--- config.mk ---
export PLATFORM = sky130hd
export DESIGN_NAME = edge_event_timer
export DESIGN_NICKNAME = d
export VERILOG_FILES = /design/src/rtl/edge_timer_pkg.sv /design/src/rtl/et_counter.sv /design/src/rtl/et_control.sv /design/src/rtl/edge_event_timer.sv
export SDC_FILE = /design/constraint.sdc
export NUM_CORES = 1
export LEC_CHECK = 0
export BUFFER_PORTS_ARGS = -buffer_cell sky130_fd_sc_hd__buf_2
export CAP_MARGIN = 10
export CORE_MARGIN = 3
export CORE_UTILIZATION = 30
export CTS_BUF_LIST = sky130_fd_sc_hd__clkbuf_4
export DETAILED_ROUTE_END_ITERATION = 10
export PLACE_DENSITY_LB_ADDON = 0.1
export SYNTH_ARGS = -nofsm -noshare
export SYNTH_HDL_FRONTEND = slang
export SYNTH_SLANG_ARGS = --single-unit
--- constraint.sdc ---
create_clock -name clk -period 1.8 [get_ports clk]
set_clock_uncertainty 0.15 [all_clocks]
set_input_delay 0.36 -clock clk [delete_from_list [all_inputs] [get_ports clk]]
set_output_delay 0.36 -clock clk [all_outputs]
set_load 0.05 [all_outputs]
--- src/rtl/edge_timer_pkg.sv ---
package edge_timer_pkg;
  localparam int ADDR_CTRL   = 0;
  localparam int ADDR_COUNT  = 1;
  localparam int ADDR_STATUS = 2;

  localparam int CTRL_EDGE = 0;
  localparam int CTRL_SRC  = 1;
  localparam int CTRL_EN   = 2;
  localparam int CTRL_PIN  = 5;
  localparam int CTRL_W    = 3;

  localparam int STATUS_OVF = 0;

  typedef struct packed {
    logic loadCount;
    logic incCount;
    logic clearOvf;
  } ctrlStrobes_t;
endpackage

--- src/rtl/et_counter.sv ---
module et_counter
  import edge_timer_pkg::*;
#(
  parameter int CNT_W = 8
) (
  input  logic             clk,
  input  logic             rstN,
  input  ctrlStrobes_t     strobes,
  input  logic [CNT_W-1:0] loadValue,
  output logic [CNT_W-1:0] countVal,
  output logic             ovfFlag
);
  logic atTop;
  logic wrapNow;

  assign atTop   = &countVal;
  assign wrapNow = strobes.incCount && !strobes.loadCount && atTop;

  always_ff @(posedge clk) begin
    if (!rstN) begin
      countVal <= '0;
    end else if (strobes.loadCount) begin
      countVal <= loadValue;
    end else if (strobes.incCount) begin
      countVal <= countVal + CNT_W'(1);
    end
  end

  always_ff @(posedge clk) begin
    if (!rstN) begin
      ovfFlag <= 1'b0;
    end else begin
      ovfFlag <= wrapNow | (ovfFlag & ~strobes.clearOvf);
    end
  end
endmodule

--- src/rtl/et_control.sv ---
module et_control
  import edge_timer_pkg::*;
#(
  parameter int DATA_W      = 8,
  parameter int ADDR_W      = 2,
  parameter int SYNC_STAGES = 2
) (
  input  logic              clk,
  input  logic              rstN,
  input  logic [ADDR_W-1:0] busAddr,
  input  logic              busWrite,
  input  logic [CTRL_W-1:0] ctrlWdata,
  output logic [DATA_W-1:0] busRdata,
  input  logic              eventPin,
  input  logic              cycleStrobe,
  input  logic [DATA_W-1:0] countVal,
  input  logic              ovfState,
  output ctrlStrobes_t      strobes,
  output logic              pinRelease
);
  localparam int LAST_STAGE = SYNC_STAGES - 1;

  logic [SYNC_STAGES-1:0] syncChain;
  logic syncLevel;
  logic prevSample;
  logic enBit, srcBit, edgeBit;
  logic wrCtrl, wrCount, wrStatus;
  logic riseSeen, fallSeen, pinEvent, clkEvent;

  // synchronizer chain, one flop per stage
  for (genvar s = 0; s < SYNC_STAGES; s++) begin : gSync
    if (s == 0) begin : gFirst
      always_ff @(posedge clk) begin
        if (!rstN) syncChain[s] <= 1'b0;
        else       syncChain[s] <= eventPin;
      end
    end else begin : gNext
      always_ff @(posedge clk) begin
        if (!rstN) syncChain[s] <= 1'b0;
        else       syncChain[s] <= syncChain[s-1];
      end
    end
  end

  assign syncLevel = syncChain[LAST_STAGE];

  always_ff @(posedge clk) begin
    if (!rstN) prevSample <= 1'b0;
    else       prevSample <= syncLevel;
  end

  assign wrCtrl   = busWrite && (busAddr == ADDR_W'(ADDR_CTRL));
  assign wrCount  = busWrite && (busAddr == ADDR_W'(ADDR_COUNT));
  assign wrStatus = busWrite && (busAddr == ADDR_W'(ADDR_STATUS));

  always_ff @(posedge clk) begin
    if (!rstN) begin
      enBit   <= 1'b0;
      srcBit  <= 1'b0;
      edgeBit <= 1'b0;
    end else if (wrCtrl) begin
      enBit   <= ctrlWdata[CTRL_EN];
      srcBit  <= ctrlWdata[CTRL_SRC];
      edgeBit <= ctrlWdata[CTRL_EDGE];
    end
  end

  assign riseSeen = syncLevel & ~prevSample;
  assign fallSeen = ~syncLevel & prevSample;
  assign pinEvent = srcBit & (edgeBit ? fallSeen : riseSeen);
  assign clkEvent = ~srcBit & cycleStrobe;

  always_comb begin
    strobes.loadCount = wrCount;
    strobes.incCount  = enBit & (pinEvent | clkEvent);
    strobes.clearOvf  = wrStatus & ctrlWdata[STATUS_OVF];
  end

  assign pinRelease = srcBit;

  always_comb begin
    busRdata = '0;
    unique case (int'(busAddr))
      ADDR_CTRL: begin
        busRdata[CTRL_EN]   = enBit;
        busRdata[CTRL_SRC]  = srcBit;
        busRdata[CTRL_EDGE] = edgeBit;
        busRdata[CTRL_PIN]  = syncLevel;
      end
      ADDR_COUNT:  busRdata = countVal;
      ADDR_STATUS: busRdata[STATUS_OVF] = ovfState;
      default:     busRdata = '0;
    endcase
  end
endmodule

--- src/rtl/edge_event_timer.sv ---
module edge_event_timer
  import edge_timer_pkg::*;
#(
  parameter int DATA_W      = 8,
  parameter int ADDR_W      = 2,
  parameter int SYNC_STAGES = 2
) (
  input  logic              clk,
  input  logic              rstN,
  input  logic [ADDR_W-1:0] busAddr,
  input  logic              busWrite,
  input  logic [DATA_W-1:0] busWdata,
  output logic [DATA_W-1:0] busRdata,
  input  logic              eventPin,
  input  logic              cycleStrobe,
  output logic              ovfFlag,
  output logic              pinRelease
);
  ctrlStrobes_t      strobes;
  logic [DATA_W-1:0] countVal;

  et_control #(
    .DATA_W(DATA_W), .ADDR_W(ADDR_W), .SYNC_STAGES(SYNC_STAGES)
  ) uControl (
    .clk(clk), .rstN(rstN),
    .busAddr(busAddr), .busWrite(busWrite),
    .ctrlWdata(busWdata[CTRL_W-1:0]), .busRdata(busRdata),
    .eventPin(eventPin), .cycleStrobe(cycleStrobe),
    .countVal(countVal), .ovfState(ovfFlag),
    .strobes(strobes), .pinRelease(pinRelease)
  );

  et_counter #(.CNT_W(DATA_W)) uCounter (
    .clk(clk), .rstN(rstN),
    .strobes(strobes), .loadValue(busWdata),
    .countVal(countVal), .ovfFlag(ovfFlag)
  );
endmodule

==> results of run 1 <==
## metal layers
| metal | share of wire | vias up | global-route usage |
|---|---|---|---|
| met5 | 0 | - | 0 |
| met4 | 0.0068 | 0 | 0.0199 |
| met3 | 0.058 | 2 | 0.0482 |
| met2 | 0.45 | 20 | 0.223 |
| met1 | 0.48 | 387 | 0.183 |
| li1 | - | 441 | - |
## cell type report
class,instances,area [sq um]
Clock buffer,4,30.0
Fill cell,258,1430
Multi-Input combinational cell,80,557
Tap cell,30,37.5
Timing Repair Buffer,33,190
Sequential cell,15,304
## synthesized netlist by cell type, drive strengths merged, types with 2 or more instances
cell type and count:
and2 7, mux2i 5, nand3b 2, o21ai 18
dfxtp 15, nor2 5, a21oi 3, or3 3
nand4 2, xnor2 2, a21boi 4, a31oi 6
clkbuf 5, or4 3, o31ai 2, nand2 8
## where the power goes
group | switching [mW] | total, mW | internal [mW]
clock | 0.114 | 0.215 | 0.101
sequential | 0.0153 | 0.362 | 0.347
combinational | 0.0667 | 0.117 | 0.0505
## worst min path at each step
stage | from | slack [ps] | endpoint | cells past startpoint
after detailed placement | uControl.syncChain[0] | 290 | uControl.syncLevel | 1
final | eventPin | 130 | uControl.syncChain[0] | 2
after floorplan | uControl.syncChain[0] | 260 | uControl.syncLevel | 1
after global placement | uControl.syncChain[0] | 290 | uControl.syncLevel | 1
after CTS | eventPin | 120 | uControl.syncChain[0] | 2
after global routing | eventPin | 120 | uControl.syncChain[0] | 2
## sequential cells by signal, indices dropped and copies added (netlist names)
| name | flops |
|---|---|
| uControl.syncChain | 1 |
| uControl.syncLevel | 1 |
| uControl.prevSample | 1 |
| uControl.pinRelease | 1 |
| uControl.enBit | 1 |
| uCounter.countVal | 8 |
| uCounter.ovfFlag | 1 |
| uControl.edgeBit | 1 |
## logic make-up (layout without fill, tap and decap cells)
group	after synthesis	after routing
and+or+nand+nor	35	35
adders and majority gates	1	1
xor gates and xnor gates	2	2
muxes	5	5
DFF	15	15
buffers and inverters	5	37
AOI/OAI and AO/OA	37	37
## worst reg2reg max path, stage by stage, from the launching register on
cell and delay (ps):
dfxtp_2 330, or3b_4 400, and3_4 170, or4_1 500
a31oi_1 130
## through the flow
stage	std cells	setup WS [ps]	area, sq um
2_1_floorplan	100	-26.4	842
3_3_place_gp	157	31.1	1040
3_5_place_dp	157	-9.94	1040
4_1_cts	161	1.70	1070
5_1_grt	162	-0.941	1120
6_report	162	58.0	1120
## what timing repair did
action,in CTS,in global routing
endpoints found under the setup margin,3,7
pin swaps,2,6
gates resized for setup,1,8
endpoints found under the hold margin,0,0
buffers inserted,0,1
cloned,0,0
==> reports/results.txt, run 1 <==
Sequential area share after synthesis - 0.364
R2r setup slk - 60 ps
Top-area cell type share of the netlist area - 0.364
Largest net degree at the start of global routing - 17
Area growth syn-to-layout - 35.7%
Actual slew at the worst max-slew pin - 304 ps
Ys flop type - dfxtp_1
Max IR drop VDD - 0.502 mV
Worst path cell trace - or3b_4 > and3_4 > or4_1 > a31oi_1
Synthesized area per cell - 8.25 sq um
Clock sink count - 15
Port buffer count - 24
CORE AREA - 0.00254 sq mm
Headroom to the max-slew limit - 0.797
CTS root buf - clkbuf_4
TNS Setup - 0 ps
PD cells - 621 mW/mm^2
Reg2reg start - uControl.prevSample
Reg2reg end - uCounter.countVal[6]
First-pass GRT wire length - 3640 microns
Compound-Gate Fraction of Synth Area - 0.270
Skew-Pair Late Insertion Delay - 280 ps
Type of the tightest min-delay check - input pin to register
FMAX - 0.574 GHz
Most common cell after layout, fill and taps aside - buf_2
CP max FO - 5
Critical path class - register to register
Post-CTS Hold Fix Bufs - 0
Hold Vio Cnt, Final - 0
Portion of netlist area occupied by mux cells - 0.0607
Die Height - 58.4 microns
FP Rows - 18
Maximum clock path buffer count - 2
Post-route ant nets - 0
CP endpoint - uCounter.countVal[6]
CP startpoint - uControl.prevSample
Net Count, Synth - 116
CTS tree - done
Reg clk slew, reported paths - 90 ps
Slowest stage delay, CP - 500 ps
#FFs+latches synth - 15
Initial antenna violation count - 0
Placer Congestion - 0.744
CP required - 1870 ps
Synth area leaders - dfxtp_1 36%, o21ai_0 11%, mux2i_1 6.1%, a31oi_1 4.6%, and2_1 4.6%
Initial DRC Count - 15
Num CTS Buffers - 3
Die width - 58.4 microns
Slowest stage cell on the critical path - or4_1
Final Slew Violations - 0
Number of synthesized flops with an enable pin - 0
Die area - 0.00341 sq mm
Ports - 25
Commonest cells after routing, fill and taps aside - 23 x buf_2, 17 x o21ai_0, 12 x dfxtp_1
DR vias/cell - 5.25
Fin crit share - 0.968
Worst hold margin - 126 ps
RSZ-0062 raised after global routing - yes
Crit path time final - 1740 ps
Mapped Cells - 100
Area leader, netlist - dfxtp_1
CP Depth - 4
Share of cells above drive strength 1 - 0.394
Worst Path Buf+Inv - 0
Global-route total usage across every layer - 0.139
Syn. warnings - 0
Vias - 850
Synth Area in Simple Gates - 0.246
Critical Path Start Type - register
Worst Setup End Kind - register
Final #Nets - 149
DR pass1 iterations - 4
Leakage power - 0.447 nW
CP arrival - 1810 ps
Wirelength per Cell - 13.6 microns
Netlist cell types - 28
Adder-cell area share of the yosys netlist - 0.0152
Status - finished, final reports clean
Number of diodes - 0
Synth Cell Area - 825 sq um
Main combinational cell family by area after synthesis - compound AO/OA/AOI/OAI gates
Top delay family on crit path - simple AND/OR/NAND/NOR gates
Count of final setup violators - 0
Final wirelength - 2200 microns
Remaining Overflow, GRT - 0
Final core utilization - 0.440
Final Power - 0.694 mW
Max-cap violation count - 0
Worst Reg-to-Reg Cells - 4
Initial Util - 0.324
CTS H-tree depth - 1
DRC - 0
Hpwl dp - 1690 microns
XOR/XNOR share of the synthesized area - 0.0212
Asr flop ratio synth - 0
Vias in the first global route - 767
No activity file was read; power rests on OpenSTA's default activity.
==> run 2, diff against run 1 <==
Settings changed: ABC_AREA set to 1.
==> reports/results.txt, run 2 <==
Largest Register - uCounter.countVal
Num CTS Buffers - 3 (unchanged)
Final core utilization - 0.396 (-0.0439)
Post_cts resized - 0 (-1)
Clock sink count - 15 (unchanged)
Final wirelength - 2450 microns (+12%)
Count leader, synth - nand2_1
Area growth syn-to-layout - 20.6%
Placer Congestion - 0.823 (+11%)
Number of diodes - 0 (unchanged)
Critical path class - register to output pin
Netlist cell types - 22 (-21%)
Worst Setup End Kind - output pin
Most common cell after layout, fill and taps aside - nand2_1
DR vias/cell - 4.74 (-9.6%)
DR pass1 iterations - 4 (unchanged)
P_int - 0.512 mW (+2.7%)
Crit path time final - 1700 ps (-42.4 ps)
CP arrival - 1190 ps (-620 ps)
Synthesized area per cell - 6.16 sq um (-25%)
Post-placement cell count - 206 (+31%)
Leakage power - 0.603 nW (+35%)
Mapped Cells - 152 (+52%)
Ports - 25 (unchanged)
Top-area cell type share of the netlist area - 0.321 (-0.0433)
#FFs+latches synth - 15 (unchanged)
Headroom to the max-slew limit - 0.817 (+0.0207)
Fin crit share - 0.944 (-0.0235)
Die Height - 61.9 microns (+5.9%)
Type of the tightest min-delay check - input pin to register
Net Count, Synth - 168 (+45%)
Sw frac - 0.318 (+0.0360)
Hold Vio Cnt, Final - 0 (unchanged)
Clock power frac - 0.287 (-0.023)
Post-route ant nets - 0 (unchanged)
Status - finished, final reports clean
Sequential area share after synthesis - 0.321 (-0.0433)
Post-synth top cells - 31 x nand2_1, 27 x inv_1, 23 x nor2_1
DRC - 0 (unchanged)
Die width - 61.9 microns (+5.9%)
CP required - 1290 ps (-580 ps)
Syn. warnings - 0 (unchanged)
CTS tree - done
CTS root buf - clkbuf_4
PD cells - 665 mW/mm^2 (+7.2%)
Initial antenna violation count - 0 (unchanged)
Vias in the first global route - 890 (+16%)
Global-route total usage across every layer - 0.149 (+0.0104)
Actual slew at the worst max-slew pin - 274 ps (-29.8 ps)
Finished Layout Cells - 210 (+30%)
Fill cells - 347 (+34%)
RSZ-0062 raised after global routing - no
Final Slew Violations - 0 (unchanged)
Critical Path Start Type - register
Vias - 996 (+17%)
Number of synthesized flops with an enable pin - 0 (unchanged)
Die area - 0.00383 sq mm (+12%)
FMAX - 0.588 GHz (+2.5%)
CTS H-tree depth - 1 (unchanged)
Port buffer count - 24 (unchanged)
First-pass GRT wire length - 4120 microns (+13%)
CORE AREA - 0.00285 sq mm (+12%)
Wirelength per Cell - 11.7 microns (-14%)
Synth area leaders - dfxtp_1 32%, nand2_1 12%, nand3_1 11%, inv_1 11%, nor2_1 9.2%
Reg clk slew, reported paths - 100 ps (about the same)
Count of final setup violators - 0 (unchanged)
Remaining Overflow, GRT - 0 (unchanged)
Combinational power share - 0.225 (+0.056)
CP max FO - 4 (-1)
Maximum clock path buffer count - 2 (unchanged)
Commonest cells after routing, fill and taps aside - 31 x nand2_1, 26 x inv_1, 23 x nor2_1
Initial DRC Count - 32 (+17)
Share of cells above drive strength 1 - 0.240 (-0.154)
R2r setup slk - 400 ps (+340 ps)
Post-CTS Setup Inserts - 0 (unchanged)
FP Rows - 19 (+1)
Asr flop ratio synth - 0 (unchanged)
Max-cap violation count - 0 (unchanged)
Hpwl dp - 1980 microns (+17%)
Synth Cell Area - 936 sq um (+14%)
Ys flop type - dfxtp_1
Max IR drop VDD - 0.335 mV (-33%)
Initial Util - 0.328 (+0.00408)
Largest net degree at the start of global routing - 14 (-3)
Area leader, netlist - dfxtp_1
Flop pwr share - 0.488 (-0.033)
Skew-Pair Late Insertion Delay - 290 ps (about the same)
Max FFs per register - 8 (unchanged)
Post-CTS Hold Fix Bufs - 0 (unchanged)
Final #Nets - 196 (+32%)
P_sw - 0.239 mW (+22%)
-- run 2: layout make-up --
type,count,area [sq um],area share
inverter,28,105,0.0931
tap,31,38.8,0.0344
sequential,15,300,0.266
timing repair buffer,26,145,0.129
multi-input combinational,106,509,0.451
clock buffer,4,30.0,0.0266
-- run 2: kinds of logic (layout without fill, tap and decap cells) --
family | after synthesis | count (layout) | share of synthesized area
AO/OA/AOI/OAI | 20 | 20 | 0.119
flip-flops | 15 | 15 | 0.321
adder cells (fa/ha/maj) | 1 | 1 | 0.0134
buffers and inverters | 31 | 58 | 0.148
AND/OR/NAND/NOR | 85 | 85 | 0.398
-- run 2: worst paths after layout --
| kind | from | endpoint | cells past startpoint |
|---|---|---|---|
| worst max-delay path | uControl.pinRelease | busRdata[1] | 3 |
| worst min-delay path | eventPin | uControl.syncChain[0] | 3 |
| worst min register to register | uControl.syncChain[0] | uControl.syncLevel | 2 |
| worst max register to register | uCounter.countVal[0] | uCounter.countVal[6] | 8 |
-- run 2: per-stage QoR --
stage / total power, mW / cell area [sq um] / hold WS, ps / setup TNS, ps / setup WS [ps]
finish: 0.751 / 1130 / 108 / 0 / 100
global placement: 0.541 / 1090 / 259 / 0 / 62.1
floorplan: 0.496 / 948 / 240 / -231 / -105
detailed placement: 0.543 / 1090 / 254 / 0 / 39.9
global route: 0.801 / 1130 / 125 / 0 / 13.1
CTS: 0.760 / 1120 / 104 / 0 / 41.3
-- run 2: layer usage --
layer  share of wire  GRT usage  up-vias
met5               0          0        -
met1            0.50      0.207      437
met2            0.44      0.218       17
met4           0.017     0.0636        0
li1                -          -      536
met3           0.041     0.0372        6
-- run 2: critical path, stage by stage, from the launching register on --
cell,delay [ps]
dfxtp_1,410
inv_1,90
o22ai_2,150
clkbuf_4,240
-- run 2: power groups by stage --
| stage | clock [mW] | sequential [mW] | combinational, mW |
|---|---|---|---|
| 4_1_cts | 0.224 | 0.366 | 0.170 |
| 2_1_floorplan | 0 | 0.374 | 0.121 |
| 3_3_place_gp | 0 | 0.374 | 0.167 |
| 3_5_place_dp | 0 | 0.374 | 0.169 |
| 5_1_grt | 0.239 | 0.369 | 0.192 |
| 6_report | 0.215 | 0.367 | 0.169 |
==> run 3, diff against run 2 <==
Settings changed: SLEW_MARGIN set to 20.
Clock period 1.8 ns to 1.6 ns, I/O delays scaled along.
==> reports/results.txt, run 3 (synthesis gave the netlist of run 2 again) <==
Final Power - 0.856 mW (+14%)
CTS root buf - clkbuf_4
Num CTS Buffers - 3 (unchanged)
Most common cell after layout, fill and taps aside - nand2_1
Reg clk slew, reported paths - 100 ps (about the same)
CP required - 1130 ps (-160 ps)
Die area - 0.00383 sq mm (unchanged)
FP Rows - 19 (unchanged)
Ports - 25 (unchanged)
Slowest stage delay, CP - 350 ps (-60 ps)
Remaining Overflow, GRT - 0 (unchanged)
Placer Congestion - 0.763 (-7.3%)
Worst path cell trace - inv_1 > o22ai_2 > buf_4
Final Slew Violations - 0 (unchanged)
Global-route total usage across every layer - 0.146 (-0.00357)
Final #Nets - 201 (+2.6%)
Vias - 979 (-1.7%)
First-pass GRT wire length - 4040 microns (-2.0%)
Die Height - 61.9 microns (unchanged)
Die width - 61.9 microns (unchanged)
Headroom to the max-slew limit - 0.808 (-0.00952)
Commonest cells after routing, fill and taps aside - 31 x nand2_1, 24 x inv_1, 22 x nor2_1
Wirelength per Cell - 11.8 microns (+1.5%)
Worst Setup End Kind - output pin
Initial antenna violation count - 0 (unchanged)
Number of diodes - 0 (unchanged)
Post-route ant nets - 0 (unchanged)
Count of final setup violators - 0 (unchanged)
CORE AREA - 0.00285 sq mm (unchanged)
Largest net degree at the start of global routing - 14 (unchanged)
PD cells - 703 mW/mm^2 (+5.7%)
Critical path class - register to output pin
Post-placement cell count - 209 (+1.5%)
Clock sink count - 15 (unchanged)
Vias in the first global route - 892 (+0.22%)
Initial Util - 0.328 (unchanged)
Max IR drop VDD - 0.357 mV (+6.7%)
Critical Path Start Type - register
Worst Reg-to-Reg Cells - 8 (unchanged)
Actual slew at the worst max-slew pin - 288 ps (+14.3 ps)
Type of the tightest min-delay check - input pin to register
Crit path time final - 1560 ps
Initial DRC Count - 46 (+44%)
Maximum clock path buffer count - 2 (unchanged)
Worst setup margin - 38.5 ps (-61.9 ps)
Final core utilization - 0.427 (+0.0311)
FMAX - 0.640 GHz
Final wirelength - 2550 microns (+3.9%)
Skew-Pair Late Insertion Delay - 300 ps (about the same)
CP arrival - 1090 ps (-100 ps)
Max FFs per register - 8 (unchanged)
Hold Vio Cnt, Final - 0 (unchanged)
Finished Layout Cells - 215 (+2.4%)
Port buffer count - 24 (unchanged)
RSZ-0062 raised after global routing - yes
CTS tree - done
Post-CTS Hold Fix Bufs - 0 (unchanged)
DR pass1 iterations - 2 (-2)
Area growth syn-to-layout - 30.1%
Largest Register - uCounter.countVal
Share of cells above drive strength 1 - 0.337 (+0.0967)
CTS H-tree depth - 1 (unchanged)
DRC - 0 (unchanged)
DR vias/cell - 4.55 (-4.0%)
Max-cap violation count - 0 (unchanged)
Pre-CTS setup slack - -54.7 ps (-94.6 ps)
Status - finished, final reports clean
CP max FO - 3 (-1)
Worst hold path depth - 3 (unchanged)
Fin crit share - 0.976
Fill cells - 329 (-5.2%)
Slowest stage cell on the critical path - dfxtp_2
Hpwl dp - 1910 microns (-3.2%)
Leakage power - 0.637 nW (+5.6%)
Placed cell area - 0.00111 sq mm (+2.1%)
Post-route cell area - 0.00122 sq mm (+7.9%)
[run 3: through the flow]
stage               TNS [ps]  hold WS (ps)
floorplan              -1050           240
global placement       -34.1           259
detailed placement      -127           255
CTS                        0          44.6
global route           -31.7          45.8
finish                     0          48.0
[run 3: path summary, 6_finish.rpt]
| path | end | startpoint | slack (ps) |
|---|---|---|---|
| max | busRdata[5] | uControl.syncLevel | 40 |
| max reg2reg | uCounter.countVal[6] | uCounter.countVal[0] | 200 |
| min | uControl.syncChain[0] | eventPin | 50 |
| min reg2reg | uControl.syncLevel | uControl.syncChain[0] | 270 |
[run 3: where the power goes]
part	internal [mW]	leakage, nW	switching, mW	total [mW]
sequential	0.398	0.127	0.0166	0.414
clock	0.0932	0.0177	0.140	0.233
combinational	0.0793	0.492	0.130	0.209
[run 3: routing by layer]
metal	vias to the layer above	share of wire	GRT usage
met1	419	0.51	0.207
met5	-	0	0
li1	543	-	-
met2	13	0.44	0.215
met4	0	0.015	0.0636
met3	4	0.033	0.0248
[run 3: layout make-up]
cell class	instances	area, sq um	share of cell area
clock buffer	3	22.5	0.0185
clock inverter	1	5.00	0.00411
inverter	28	105	0.0863
multi-input combinational	106	524	0.431
sequential	15	314	0.258
tap	31	38.8	0.0319
timing repair buffer	31	208	0.171
[run 3: repair_timing]
item,4_1_cts,5_1_grt
endpoints found under the setup margin,7,9
resized for setup,11,17
pin swaps,0,1
buffers inserted,0,2
[run 3: worst max-delay path, delay by kind of cell, from the launching register on]
family | cells | cell delay, ps
AO/OA/AOI/OAI | 1 | 160
buffers and inverters | 2 | 280
flip-flops | 1 | 350
